### src/rtl/gated_alu_pkg.sv
package gated_alu_pkg;

  typedef enum logic [1:0] {
    FN_ADD  = 2'b00,
    FN_SUB  = 2'b01,
    FN_PASS = 2'b10,
    FN_INC  = 2'b11
  } alu_fn_e;

  typedef struct packed {
    logic a_en;
    logic b_en;
    logic b_inv;
    logic cin;
  } alu_ctl_t;

  // Maps the select and the reset onto the adder's control terms.
  function automatic alu_ctl_t decode_fn(input alu_fn_e fn, input logic rst);
    alu_ctl_t c;
    c = '0;
    if (!rst) begin
      c.b_en = 1'b1;
      unique case (fn)
        FN_ADD:  begin c.a_en = 1'b1; c.b_inv = 1'b0; c.cin = 1'b0; end
        FN_SUB:  begin c.a_en = 1'b1; c.b_inv = 1'b1; c.cin = 1'b1; end
        FN_PASS: begin c.a_en = 1'b0; c.b_inv = 1'b0; c.cin = 1'b0; end
        FN_INC:  begin c.a_en = 1'b0; c.b_inv = 1'b0; c.cin = 1'b1; end
        default: c = '0;
      endcase
    end
    return c;
  endfunction

  function automatic logic fa_sum(input logic x, input logic y, input logic ci);
    return x ^ y ^ ci;
  endfunction

  function automatic logic fa_carry(input logic x, input logic y, input logic ci);
    return (x & y) | (ci & (x ^ y));
  endfunction

endpackage

### src/rtl/gated_alu_ctrl.sv
module gated_alu_ctrl
  import gated_alu_pkg::*;
(
  input  logic [1:0] fn,
  input  logic       rst,
  output logic       a_en,
  output logic       b_en,
  output logic       b_inv,
  output logic       cin
);
  alu_ctl_t ctl;

  always_comb begin
    ctl   = decode_fn(alu_fn_e'(fn), rst);
    a_en  = ctl.a_en;
    b_en  = ctl.b_en;
    b_inv = ctl.b_inv;
    cin   = ctl.cin;
  end

  always_comb begin
    if (rst) AST_CTRL_RESET_QUIET: assert (!a_en && !b_en && !cin);
  end
endmodule

### src/rtl/gated_alu_operand.sv
module gated_alu_operand #(
  parameter int W = 16
) (
  input  logic [W-1:0] a,
  input  logic [W-1:0] b,
  input  logic         a_en,
  input  logic         b_en,
  input  logic         b_inv,
  output logic [W-1:0] a_op,
  output logic [W-1:0] b_op
);
  logic [W-1:0] b_gated;

  always_comb begin
    a_op    = a & {W{a_en}};
    b_gated = b & {W{b_en}};
    b_op    = b_gated ^ {W{b_inv}};
  end

  always_comb begin
    if (!a_en) AST_A_GATED_OFF: assert (a_op == '0);
  end
endmodule

### src/rtl/gated_alu_adder.sv
module gated_alu_adder
  import gated_alu_pkg::*;
#(
  parameter int W = 16
) (
  input  logic [W-1:0] x,
  input  logic [W-1:0] y,
  input  logic         cin,
  output logic [W-1:0] sum,
  output logic         cout
);
  localparam int CW = W + 1;

  logic [W:0] chain;

  assign chain[0] = cin;

  for (genvar i = 0; i < W; i++) begin : g_bit
    assign sum[i]     = fa_sum(x[i], y[i], chain[i]);
    assign chain[i+1] = fa_carry(x[i], y[i], chain[i]);
  end

  assign cout = chain[W];

  always_comb begin
    AST_CHAIN_MATCHES_SUM: assert ({cout, sum} ==
      (CW'(x) + CW'(y) + CW'(cin)));
  end
endmodule

### src/rtl/gated_alu.sv
module gated_alu
  import gated_alu_pkg::*;
#(
  parameter int W = 16
) (
  input  logic [W-1:0] a,
  input  logic [W-1:0] b,
  input  logic [1:0]   fn,
  input  logic         rst,
  output logic [W-1:0] result,
  output logic         carry_out
);
  logic         a_en, b_en, b_inv, cin;
  logic [W-1:0] a_op, b_op;

  gated_alu_ctrl u_ctrl (
    .fn    (fn),
    .rst   (rst),
    .a_en  (a_en),
    .b_en  (b_en),
    .b_inv (b_inv),
    .cin   (cin)
  );

  gated_alu_operand #(.W(W)) u_operand (
    .a     (a),
    .b     (b),
    .a_en  (a_en),
    .b_en  (b_en),
    .b_inv (b_inv),
    .a_op  (a_op),
    .b_op  (b_op)
  );

  gated_alu_adder #(.W(W)) u_adder (
    .x    (a_op),
    .y    (b_op),
    .cin  (cin),
    .sum  (result),
    .cout (carry_out)
  );

  always_comb begin
    if (rst) AST_RESET_ZERO: assert (result == '0 && !carry_out);
    if (!rst && fn == FN_PASS) AST_PASS_B: assert (result == b && !carry_out);
    if (!rst && fn == FN_INC) AST_INC_CARRY: assert (carry_out == (b == '1));
    if (!rst && fn == FN_SUB) AST_SUB_NO_BORROW: assert (carry_out == (a >= b));
  end
endmodule

### config.mk
export PLATFORM = sky130hd
export DESIGN_NAME = gated_alu
export DESIGN_NICKNAME = d
export VERILOG_FILES = /design/src/rtl/gated_alu_pkg.sv /design/src/rtl/gated_alu_ctrl.sv /design/src/rtl/gated_alu_operand.sv /design/src/rtl/gated_alu_adder.sv /design/src/rtl/gated_alu.sv
export SDC_FILE = /design/constraint.sdc
export NUM_CORES = 1
export LEC_CHECK = 0
export BUFFER_PORTS_ARGS = -buffer_cell sky130_fd_sc_hd__buf_2
export CAP_MARGIN = 20
export CORE_ASPECT_RATIO = 0.9
export CORE_UTILIZATION = 30
export DETAILED_ROUTE_END_ITERATION = 7
export GPL_TIMING_DRIVEN = 0
export PLACE_DENSITY_LB_ADDON = 0.15
export SETUP_SLACK_MARGIN = 0.2
export SYNTH_ARGS = -nofsm -noshare
export SYNTH_HDL_FRONTEND = slang
export SYNTH_SLANG_ARGS = --single-unit
### constraint.sdc
create_clock -name vclk -period 7.9
set_input_delay 0.79 -clock vclk [all_inputs]
set_output_delay 0.79 -clock vclk [all_outputs]
set_load 0.02 [all_outputs]
**Word level (Yosys, flattened, before mapping)**

Cells that the tools add are included.

- Bitwise logic cells: 83
- Reductions and logical operators: 4
- Muxes and demuxes: 3
- Equality and inequality tests: 3

Operators with widths:

| kind | count |
|---|---|
| 1-bit AND | 32 |
| 16-bit AND | 2 |
| 1-bit XOR | 32 |
| 1-bit OR | 16 |
| 16-bit XOR | 1 |
| 2-bit one-hot mux with 3 select lines | 1 |
| 2-bit OR reduction | 3 |
| 2-bit equality test (second input constant) | 2 |
| 4-bit two-way mux | 1 |
| 2-bit by 1-bit equality test with 1-bit output (second input constant) | 1 |
| 2-bit logical NOT | 1 |
| 1-bit one-hot mux with 2 select lines | 1 |

- Logic and storage cells: 93
- Input bits: 35
- Flip-flop bits (word level): 0
- Output and inout bits: 17

**Logic depth before layout (Yosys ltp)**

Gate-level depths: netlist of the first run.

- Word-level depth: 39
- Gate-level depth with buffers: 22
- Gate-level depth less buffers: 21

**Cells and area by module**

From an unflattened synthesis of the first run, not the netlist that was laid out.

- Cells, all modules: 83
- Area, all modules: 759.5 sq um

By module, submodules not included:

| module | seq. area each (sq um) | times used | area each (sq um) | cells an instance |
|---|---|---|---|---|
| gated_alu_operand | 0.0 | 1 | 375.4 | 53 |
| gated_alu_adder | 0.0 | 1 | 357.8 | 26 |
| gated_alu_ctrl | 0.0 | 1 | 26.3 | 4 |

**Least setup slack after synthesis of the first run**

OpenSTA, ideal clock, no wires.

- Kind: input -> output
- From: input rst
- To: output result[15]
- Setup slack: -328 ps
- Path buffers: 1
- Arrival: 7438 ps
- Stages: 22
- Required time: 7110 ps
- Path through: nor2_1 buf_4 nand2_1 fa_1 fa_1 fa_1 fa_1 fa_1 fa_1 fa_1 fa_1 fa_1 fa_1 fa_1 fa_1 inv_1 fa_1 inv_1 fa_1 fa_1 inv_1 fa_1

- Longest elaborated chain between the ends: 35
- Elaborated cells on any way between the ends: 66
- Those cells by class: 1 x mux; 65 x bitwise

RTL lines:

| what | line | text |
|---|---|---|
| start, declared | gated_alu.sv:9 | `input logic rst,` |
| 4-bit two-way mux * | gated_alu_pkg.sv:21 | `if (!rst) begin` |
| 16-bit AND | gated_alu_operand.sv:16 | `b_gated = b & {W{b_en}};` |
| 16-bit XOR | gated_alu_operand.sv:17 | `b_op = b_gated ^ {W{b_inv}};` |
| 1-bit XOR | gated_alu_pkg.sv:39 | `return (x & y) \| (ci & (x ^ y));` |
| 1-bit AND | gated_alu_pkg.sv:39 |  |
| 1-bit OR | gated_alu_pkg.sv:39 |  |
| 1-bit AND | gated_alu_pkg.sv:39 |  |
| 1-bit OR | gated_alu_pkg.sv:39 |  |
| (+19 left out) | -- |  |
| 1-bit OR | gated_alu_pkg.sv:39 |  |
| 1-bit AND | gated_alu_pkg.sv:39 |  |
| 1-bit OR | gated_alu_pkg.sv:39 |  |
| 1-bit AND | gated_alu_pkg.sv:39 |  |
| 1-bit OR | gated_alu_pkg.sv:39 |  |
| 1-bit AND | gated_alu_pkg.sv:39 |  |
| 1-bit OR | gated_alu_pkg.sv:39 |  |
| 1-bit XOR * | gated_alu_pkg.sv:35 | `return x ^ y ^ ci;` |
| end, declared | gated_alu.sv:10 | `output logic [W-1:0] result,` |

Every way passes the cells marked *; elsewhere a longest branch is shown, timed or not.

**Worst setup path after layout of the first run**

- From: input fn[0]
- To: output result[15]

- Longest elaborated chain between the ends: 37
- Elaborated cells on any way between the ends: 74
- Those cells by class: 3 x eq/ne; 3 x mux; 64 x bitwise; 4 x reduce/logical

RTL lines:

| what | line | text |
|---|---|---|
| start, declared | gated_alu.sv:8 | `input logic [1:0] fn,` |
| 2-bit equality test (tied with other cells) | gated_alu_pkg.sv:23 | `unique case (fn)` |
| 2-bit OR reduction (no source line) | -- |  |
| 2-bit one-hot mux with 3 select lines / 1-bit one-hot mux with 2 select lines (equally long branches) | gated_alu_pkg.sv:23 |  |
| 4-bit two-way mux * | gated_alu_pkg.sv:21 |  |
| 16-bit XOR / 16-bit AND (equally long branches) | gated_alu_operand.sv:17, gated_alu_operand.sv:15 |  |
| 1-bit XOR | gated_alu_pkg.sv:39 |  |
| 1-bit AND | gated_alu_pkg.sv:39 |  |
| 1-bit OR | gated_alu_pkg.sv:39 |  |
| (+21 left out) | -- |  |
| 1-bit OR | gated_alu_pkg.sv:39 |  |
| 1-bit AND | gated_alu_pkg.sv:39 |  |
| 1-bit OR | gated_alu_pkg.sv:39 |  |
| 1-bit AND | gated_alu_pkg.sv:39 |  |
| 1-bit OR | gated_alu_pkg.sv:39 |  |
| 1-bit AND | gated_alu_pkg.sv:39 |  |
| 1-bit OR | gated_alu_pkg.sv:39 |  |
| 1-bit XOR * | gated_alu_pkg.sv:35 |  |

Marked as above.

==> results of run 1 <==
layout make-up:
class	instances	area share (%)
tap	28	2.70
inverter	17	4.91
multi-input combinational	83	61.3
timing repair buffer	58	26.4
buffer	6	4.72
placed cells by master, fill, tap and decap left out, drive strengths merged:
cell type and n:
buf 64, nor2b 17, nor2 17, inv 17, fa 16, mux2i 14, nand2 14, and2 2
mux2 2, nand2b 1
repair_timing:
item	4_1_cts	5_1_grt
buffers inserted	6	0
gates resized for setup	30	0
pin swaps	5	2
endpoints found under the setup margin	3	3
cell usage after synthesis:
| cell type | instances |
|---|---|
| inv_1 | 17 |
| nand2b_1 | 1 |
| nor2_1 | 17 |
| and2_1 | 2 |
| fa_1 | 16 |
| nor2b_1 | 17 |
| mux2_2 | 2 |
| buf_2 | 2 |
| buf_6 | 1 |
| buf_4 | 3 |
| nand2_1 | 14 |
| mux2i_1 | 14 |
metal layers:
| metal | up-vias | wire length (microns) | global-route usage [%] |
|---|---|---|---|
| li1 | 429 | - | - |
| met1 | 418 | 918 | 19.9 |
| met2 | 29 | 1240 | 32.9 |
| met3 | 4 | 110 | 0.995 |
| met4 | 0 | 48 | 2.85 |
| met5 | - | 0 | 0 |
power by group through the flow:
stage               Sequential, mW  Combinational, mW  Clock [mW]
floorplan                        0             0.0495           0
global placement                 0             0.0735           0
detailed placement               0             0.0759           0
CTS                              0             0.0857           0
global route                     0             0.0932           0
finish                           0             0.0845           0
final timing paths:
| check | depth (start not counted) | slack, ps | endpoint |
|---|---|---|---|
| max | 24 | -20 | result[15] |
| min | 5 | 2110 | result[0] |
metrics by stage:
| stage | instance area (sq um) | power [mW] | hold WS [ps] |
|---|---|---|---|
| floorplan | 871 | 0.0495 | 1890 |
| global placement | 1170 | 0.0735 | 2090 |
| detailed placement | 1170 | 0.0759 | 2090 |
| CTS | 1300 | 0.0857 | 2110 |
| global route | 1300 | 0.0932 | 2140 |
| finish | 1300 | 0.0845 | 2110 |
logic make-up after synthesis:
logic type               Yosys count
multiplexers                      16
buffers and inverters             23
adder cells (fa/ha/maj)           16
AND/OR/NAND/NOR                   51
==> results.md, run 1 <==
- Status: complete, but fails checks
- Failing checks: DRC, setup timing
- P_sw: 0.0465 mW
- Crit-path slowest cell: fa_2
- Largest net degree at the start of global routing: 11
- CP most frequent cell: fa_2
- Critical Path Source: fn[0]
- Antenna-violating nets left: 0
- Mean Syn Cell Area: 7.85 sq um
- Post-route insts no fill: 192
- PortBufs: 52
- Setup slack after layout: -15.1 ps
- Lkg Pwr: 0.642 nW
- Util after Layout: 51.3%
- Post-Synth XOR/XNOR Area: 0%
- Distinct cells, synth: 12
- Die area: 0.00299 sq mm
- Num sequential: 0
- DR vias/cell: 4.58
- Worst Path Max Fanout: 2
- Critical Path AT: 7130 ps
- Max Freq: 0.126 GHz
- CP startpoint kind: input port
- Starting Density: 32.9%
- Endpoints failing hold: 0
- Final net count: 217
- Seq/Total Area, Yosys: 0%
- Worst Path Required: 7110 ps
- Residual DRC: 2
- Cell family with the largest share of critical-path delay: adder cells
- Syn Nets: 157
- Transition time of the tightest slew-check pin: 251 ps
- Fraction of power spent switching nets: 55.0%
- Compound-Gate Fraction of Synth Area: 0%
- Iteration-0 DRC Markers: 14
- Yosys warnings: 0
- DRT Pass-1 Iters: 6
- Row Count: 17
- Tmin final: 7920 ps
- Setup violators final: 1
- Area Overhead vs Synth: 56.1%
- Core box area: 0.00253 sq mm
- Pins Over Slew Limit: 0
- Cells along the critical path: buf_6 > nor2b_4 > buf_6 > mux2i_2 > fa_2 > fa_2 > fa_2 > fa_2 > fa_2 > fa_2 > fa_2 > fa_2 > fa_2 > fa_2 > fa_2 > fa_2 > inv_2 > fa_2 > inv_2 > fa_2 > fa_2 > inv_2 > fa_2 > buf_6
- Diodes inserted: 0
- GRT Total Usage: 16.7%
- Placed Instances: 186
- Share of cells above drive strength 1: 56.1%
- Min-Delay Path Class: in -> out
- Reg area: 0 sq um
- Critical path buffer and inverter count: 6
- Global-route wire length before repair: 3850 microns
- Synth top area cells: fa_1 38%, mux2i_1 17%, nor2b_1 13%
- Yosys top cell by area: fa_1
- Synth Cell Area: 832 sq um
- Mux cell area share after synthesis: 19.5%
- RSZ-0062 raised after global routing: true
- Die height: 52.0 microns
- Internal: 0.0381 mW
- Hold buffers post-CTS: 0
- Total number of vias: 880
- Multi-input gate area: 796 sq um
- Hold_sp: a[0]
- Detailed Route WL: 2320 microns
- Power Dens Cells: 65.1 mW/mm^2
- Comb power frac: 100.0%
- Sequential power share: 0%
- Clock buffer count: 0
- Post-synthesis simple-gate area fraction: 29.0%
- Max Cap Violations: 0
- Crit Path Category: in -> out
- Dpl hpwl: 1820 microns
- Synth top area share: 38.5%
- Slew margin rel.: 82.8%
- Crit. End Element: output port
- Final period util: 100%
- Routed WL per cell: 12.1 microns
- Clock group share of total power: 0%
- Die width: 57.5 microns
- Filler Cells Inserted: 264
- GP Congestion: 0.660
- Total gr overflow: 0
- Place WS: -445 ps
- Number of global-route vias before repair: 898
- VDD IR max: 0.0236 mV
- I/O pins: 52
- Area share of fa/ha/maj cells after synthesis: 38.5%
- Delay of the slowest critical-path stage: 440 ps
- Setup_tns: -15.1 ps
- Post-Syn Instances: 106
- Largest family of logic cells by synthesized area: adder cells
- Antenna violations before repair: 0
Note: power is estimated with default switching activity, not from simulation.
==> inputs of run 2 (changes only) <==
--- a/config.mk
+++ b/config.mk
@@ -8,7 +8,7 @@
 export BUFFER_PORTS_ARGS = -buffer_cell sky130_fd_sc_hd__buf_2
 export CAP_MARGIN = 20
 export CORE_ASPECT_RATIO = 0.9
-export CORE_UTILIZATION = 30
+export CORE_UTILIZATION = 41
 export DETAILED_ROUTE_END_ITERATION = 7
 export GPL_TIMING_DRIVEN = 0
 export PLACE_DENSITY_LB_ADDON = 0.15
==> results.md, run 2 (synthesis gave the netlist of run 1 again) <==
- Status: finished clean
- Cells along the critical path: buf_6 > buf_6 > nor2_1 > mux2i_1 > fa_2 > fa_2 > fa_2 > fa_2 > fa_2 > fa_2 > fa_2 > fa_2 > fa_2 > fa_2 > fa_2 > fa_2 > inv_2 > fa_2 > inv_2 > fa_2 > fa_2 > inv_2 > fa_2 > buf_6
- CP startpoint kind: input port
- Final net count: 216
- Endpoints failing hold: 0
- Largest net degree at the start of global routing: 11
- Die area: 0.00221 sq mm
- Residual DRC: 0
- Die height: 44.7 microns
- Starting Density: 43.5%
- Max Freq: 0.128 GHz
- Min-Delay Path Class: in -> out
- Commonest non-fill, non-tap cell in the layout: buf_2
- Detailed Route WL: 1980 microns
- Slew margin rel.: 82.6%
- Share of cells above drive strength 1: 54.0%
- Total number of vias: 857
- Crit Path Category: in -> out
- DRT Pass-1 Iters: 4
- Delay of the slowest critical-path stage: 440 ps
- Hold WS: 2110 ps
- Num sequential: 0
- Diodes inserted: 0
- PortBufs: 52
- Critical Path AT: 7040 ps
- Row Count: 15
- Crit-path slowest cell: fa_2
- Power Dens Cells: 63.7 mW/mm^2
- Core box area: 0.00191 sq mm
- Crit. End Element: output port
- Area Overhead vs Synth: 56.2%
- Global-route wire length before repair: 2780 microns
- Final period util: 99.2%
- GP Congestion: 0.692
- Iteration-0 DRC Markers: 3
- Hold buffers post-CTS: 0
- Pins Over Slew Limit: 0
- Util after Layout: 67.9%
- Tmin final: 7830 ps
- Antenna violations before repair: 0
- Die width: 49.5 microns
- Commonest non-fill, non-tap cells in the layout: 48 x buf_2, 16 x nor2b_1, 16 x nor2_1, 16 x fa_2
- CP most frequent cell: fa_2
- VDD IR max: 0.0343 mV
- GRT Total Usage: 15.8%
- Transition time of the tightest slew-check pin: 253 ps
- RSZ-0062 raised after global routing: true
- I/O pins: 52
- Antenna-violating nets left: 0
- Lkg Pwr: 0.649 nW
- Max Cap Violations: 0
- Setup violators final: 0
- Number of global-route vias before repair: 721
- Clock buffer count: 0
- Hold depth: 4
- DR vias/cell: 4.56
- Setup_tns: 0 ps
- Total gr overflow: 0
- Routed WL per cell: 10.5 microns
- Worst Path Required: 7110 ps
- Worst Path Max Fanout: 10
- Reg area: 0 sq um
- Dpl hpwl: 1500 microns
-- run 2: worst max-delay path, delay by kind of cell --
kind,cells,cell delay (ps)
adders and majority gates,16,5430
buffers and inverters,6,570
muxes,1,110
and+or+nand+nor,1,120
-- run 2: power breakdown --
| group | switching, mW | internal (mW) | total, mW | leakage [nW] |
|---|---|---|---|---|
| logic | 0.0453 | 0.0375 | 0.0828 | 0.649 |
| registers | 0 | 0 | 0 | 0 |
| clock network | 0 | 0 | 0 | 0 |
-- run 2: layer usage --
metal,track usage (%),wire [microns],up-vias
li1,-,-,427
met5,0,0,-
met2,33.2,1080,28
met1,19.5,823,402
met3,0.337,78,0
met4,0,0,0
-- run 2: worst paths after layout --
path / from / to / slack, ps
setup / recovery: rst / result[15] / 70
hold / removal: a[15] / carry_out / 2110
-- run 2: layout make-up --
cell class | count | area [sq um]
timing repair buffer | 57 | 345
inverter | 17 | 63.8
tap | 25 | 31.3
multi-input combinational | 83 | 795
buffer | 6 | 65.1
fill | 174 | 614
-- run 2: per-stage QoR --
stage	setup WS, ps	instance area (sq um)	std cells	total power [mW]
finish	66.8	1300	188	0.0828
global route	-62.4	1300	188	0.0913
CTS	28.2	1200	185	0.0771
detailed placement	-327	1160	183	0.0746
global placement	-278	1160	183	0.0724
floorplan	223	871	106	0.0495
-- run 2: repair_timing --
| item | in CTS | in global routing |
|---|---|---|
| setup endpoints to repair | 3 | 3 |
| buffers inserted | 2 | 3 |
| pin swaps | 2 | 0 |
| gates resized for setup | 9 | 20 |
==> inputs of run 3 (changes only) <==
--- a/config.mk
+++ b/config.mk
@@ -8,7 +8,7 @@
 export BUFFER_PORTS_ARGS = -buffer_cell sky130_fd_sc_hd__buf_2
 export CAP_MARGIN = 20
 export CORE_ASPECT_RATIO = 0.9
-export CORE_UTILIZATION = 41
+export CORE_UTILIZATION = 45
 export DETAILED_ROUTE_END_ITERATION = 7
 export GPL_TIMING_DRIVEN = 0
 export PLACE_DENSITY_LB_ADDON = 0.15
==> constraint.sdc (replaced) <==
create_clock -name vclk -period 10.08
set_input_delay 1.008 -clock vclk [all_inputs]
set_output_delay 1.008 -clock vclk [all_outputs]
set_load 0.02 [all_outputs]
==> results.md, run 3 (synthesis gave the netlist of run 1 again) <==
- Status: finished clean
- Critical Path AT: 8300 ps
- Final net count: 211
- Max Freq: 0.107 GHz
- Die width: 47.3 microns
- Fraction of power spent switching nets: 58.5%
- Setup slack after layout: 774 ps
- Detailed Route WL: 1780 microns
- Iteration-0 DRC Markers: 4
- Filler Cells Inserted: 174
- Delay of the slowest critical-path stage: 440 ps
- Largest net degree at the start of global routing: 11
- Row Count: 14
- Pins Over Slew Limit: 0
- PortBufs: 52
- Area Overhead vs Synth: 34.9%
- DRT Pass-1 Iters: 4
- I/O pins: 52
- Sequential power share: 0%
- Tmin final: 9310 ps
- Comb power frac: 100.0%
- Share of cells above drive strength 1: 38.0%
- Place WS: 710 ps
- Post-CTS Setup Bufs: 0
- Hold buffers post-CTS: 0
- Core box area: 0.00170 sq mm
- Crit. End Element: output port
- Setup_tns: 0 ps
- Clock buffer count: 0
- GP Congestion: 0.730
- Reg area: 0 sq um
- Power Dens Cells: 50.2 mW/mm^2
- Internal: 0.0234 mW
- Min-Delay Path Class: in -> out
- P_sw: 0.0330 mW
- Total number of vias: 812
- Commonest non-fill, non-tap cell in the layout: buf_2
- Final Power: 0.0564 mW
- Starting Density: 49.0%
- Diodes inserted: 0
- Dpl hpwl: 1600 microns
- Die area: 0.00203 sq mm
- GRT Total Usage: 19.8%
- Crit Path Category: in -> out
- Antenna violations before repair: 0
- Worst Path Max Fanout: 10
- Global-route wire length before repair: 3040 microns
- Max Cap Violations: 0
- Num sequential: 0
- Setup violators final: 0
- Antenna-violating nets left: 0
- Endpoints failing hold: 0
- Slew margin rel.: 69.8%
- Number of global-route vias before repair: 780
- Worst Path Required: 9070 ps
- Cells along the critical path: buf_2 > nor2_1 > buf_4 > nand2_1 > fa_1 > fa_1 > fa_1 > fa_1 > fa_1 > fa_1 > fa_1 > fa_1 > fa_1 > fa_1 > fa_1 > fa_1 > inv_1 > fa_1 > inv_1 > fa_1 > fa_1 > inv_1 > fa_1 > buf_2
- Resize count post-CTS: 0
- Routed WL per cell: 9.79 microns
- Critical path buffer and inverter count: 6
- Die height: 42.8 microns
- CP startpoint kind: input port
- Total gr overflow: 0
- Final period util: 92.3%
- Clock group share of total power: 0%
- Lkg Pwr: 0.587 nW
- Transition time of the tightest slew-check pin: 451 ps
- RSZ-0062 raised after global routing: false
- CP most frequent cell: fa_1
- Cell family with the largest share of critical-path delay: adder cells
- Commonest non-fill, non-tap cells in the layout: 54 x buf_2, 17 x nor2b_1, 17 x nor2_1, 17 x inv_1, 16 x fa_1
- Residual DRC: 0
- DR vias/cell: 4.46
- VDD IR max: 0.0289 mV
- Crit-path slowest cell: fa_1
[run 3: layout make-up]
class / count / area, sq um / share of cell area, %
Timing Repair Buffer: 52 / 260 / 23.2
Multi-Input combinational cell: 83 / 724 / 64.5
Buffer: 6 / 43.8 / 3.90
Inverter: 17 / 63.8 / 5.69
Tap cell: 24 / 30.0 / 2.68
[run 3: metal layers]
layer / GRT usage [%] / vias up / share of wire [%]
met3: 0.851 / 0 / 4.6
li1: - / 416 / -
met2: 40.5 / 27 / 55
met4: 0 / 0 / 0
met1: 22.4 / 369 / 41
met5: 0 / - / 0
[run 3: power by group through the flow]
stage	clock, mW	sequential (mW)	combinational, mW
global route	0	0	0.0634
finish	0	0	0.0564
global placement	0	0	0.0553
floorplan	0	0	0.0376
CTS	0	0	0.0574
detailed placement	0	0	0.0572
[run 3: final timing paths]
path	cells past startpoint	slack (ps)	start	to
worst max-delay path	24	770	rst	result[15]
worst min-delay path	5	2520	a[4]	result[4]
[run 3: stage by stage]
step	std cells	hold slack [ps]	area [sq um]	util, %
2_1_floorplan	106	2320	832	-
3_3_place_gp	182	2520	1120	66.1
3_5_place_dp	182	2520	1120	66.1
4_1_cts	182	2520	1120	66.1
5_1_grt	182	2560	1120	66.1
6_report	182	2520	1120	66.1
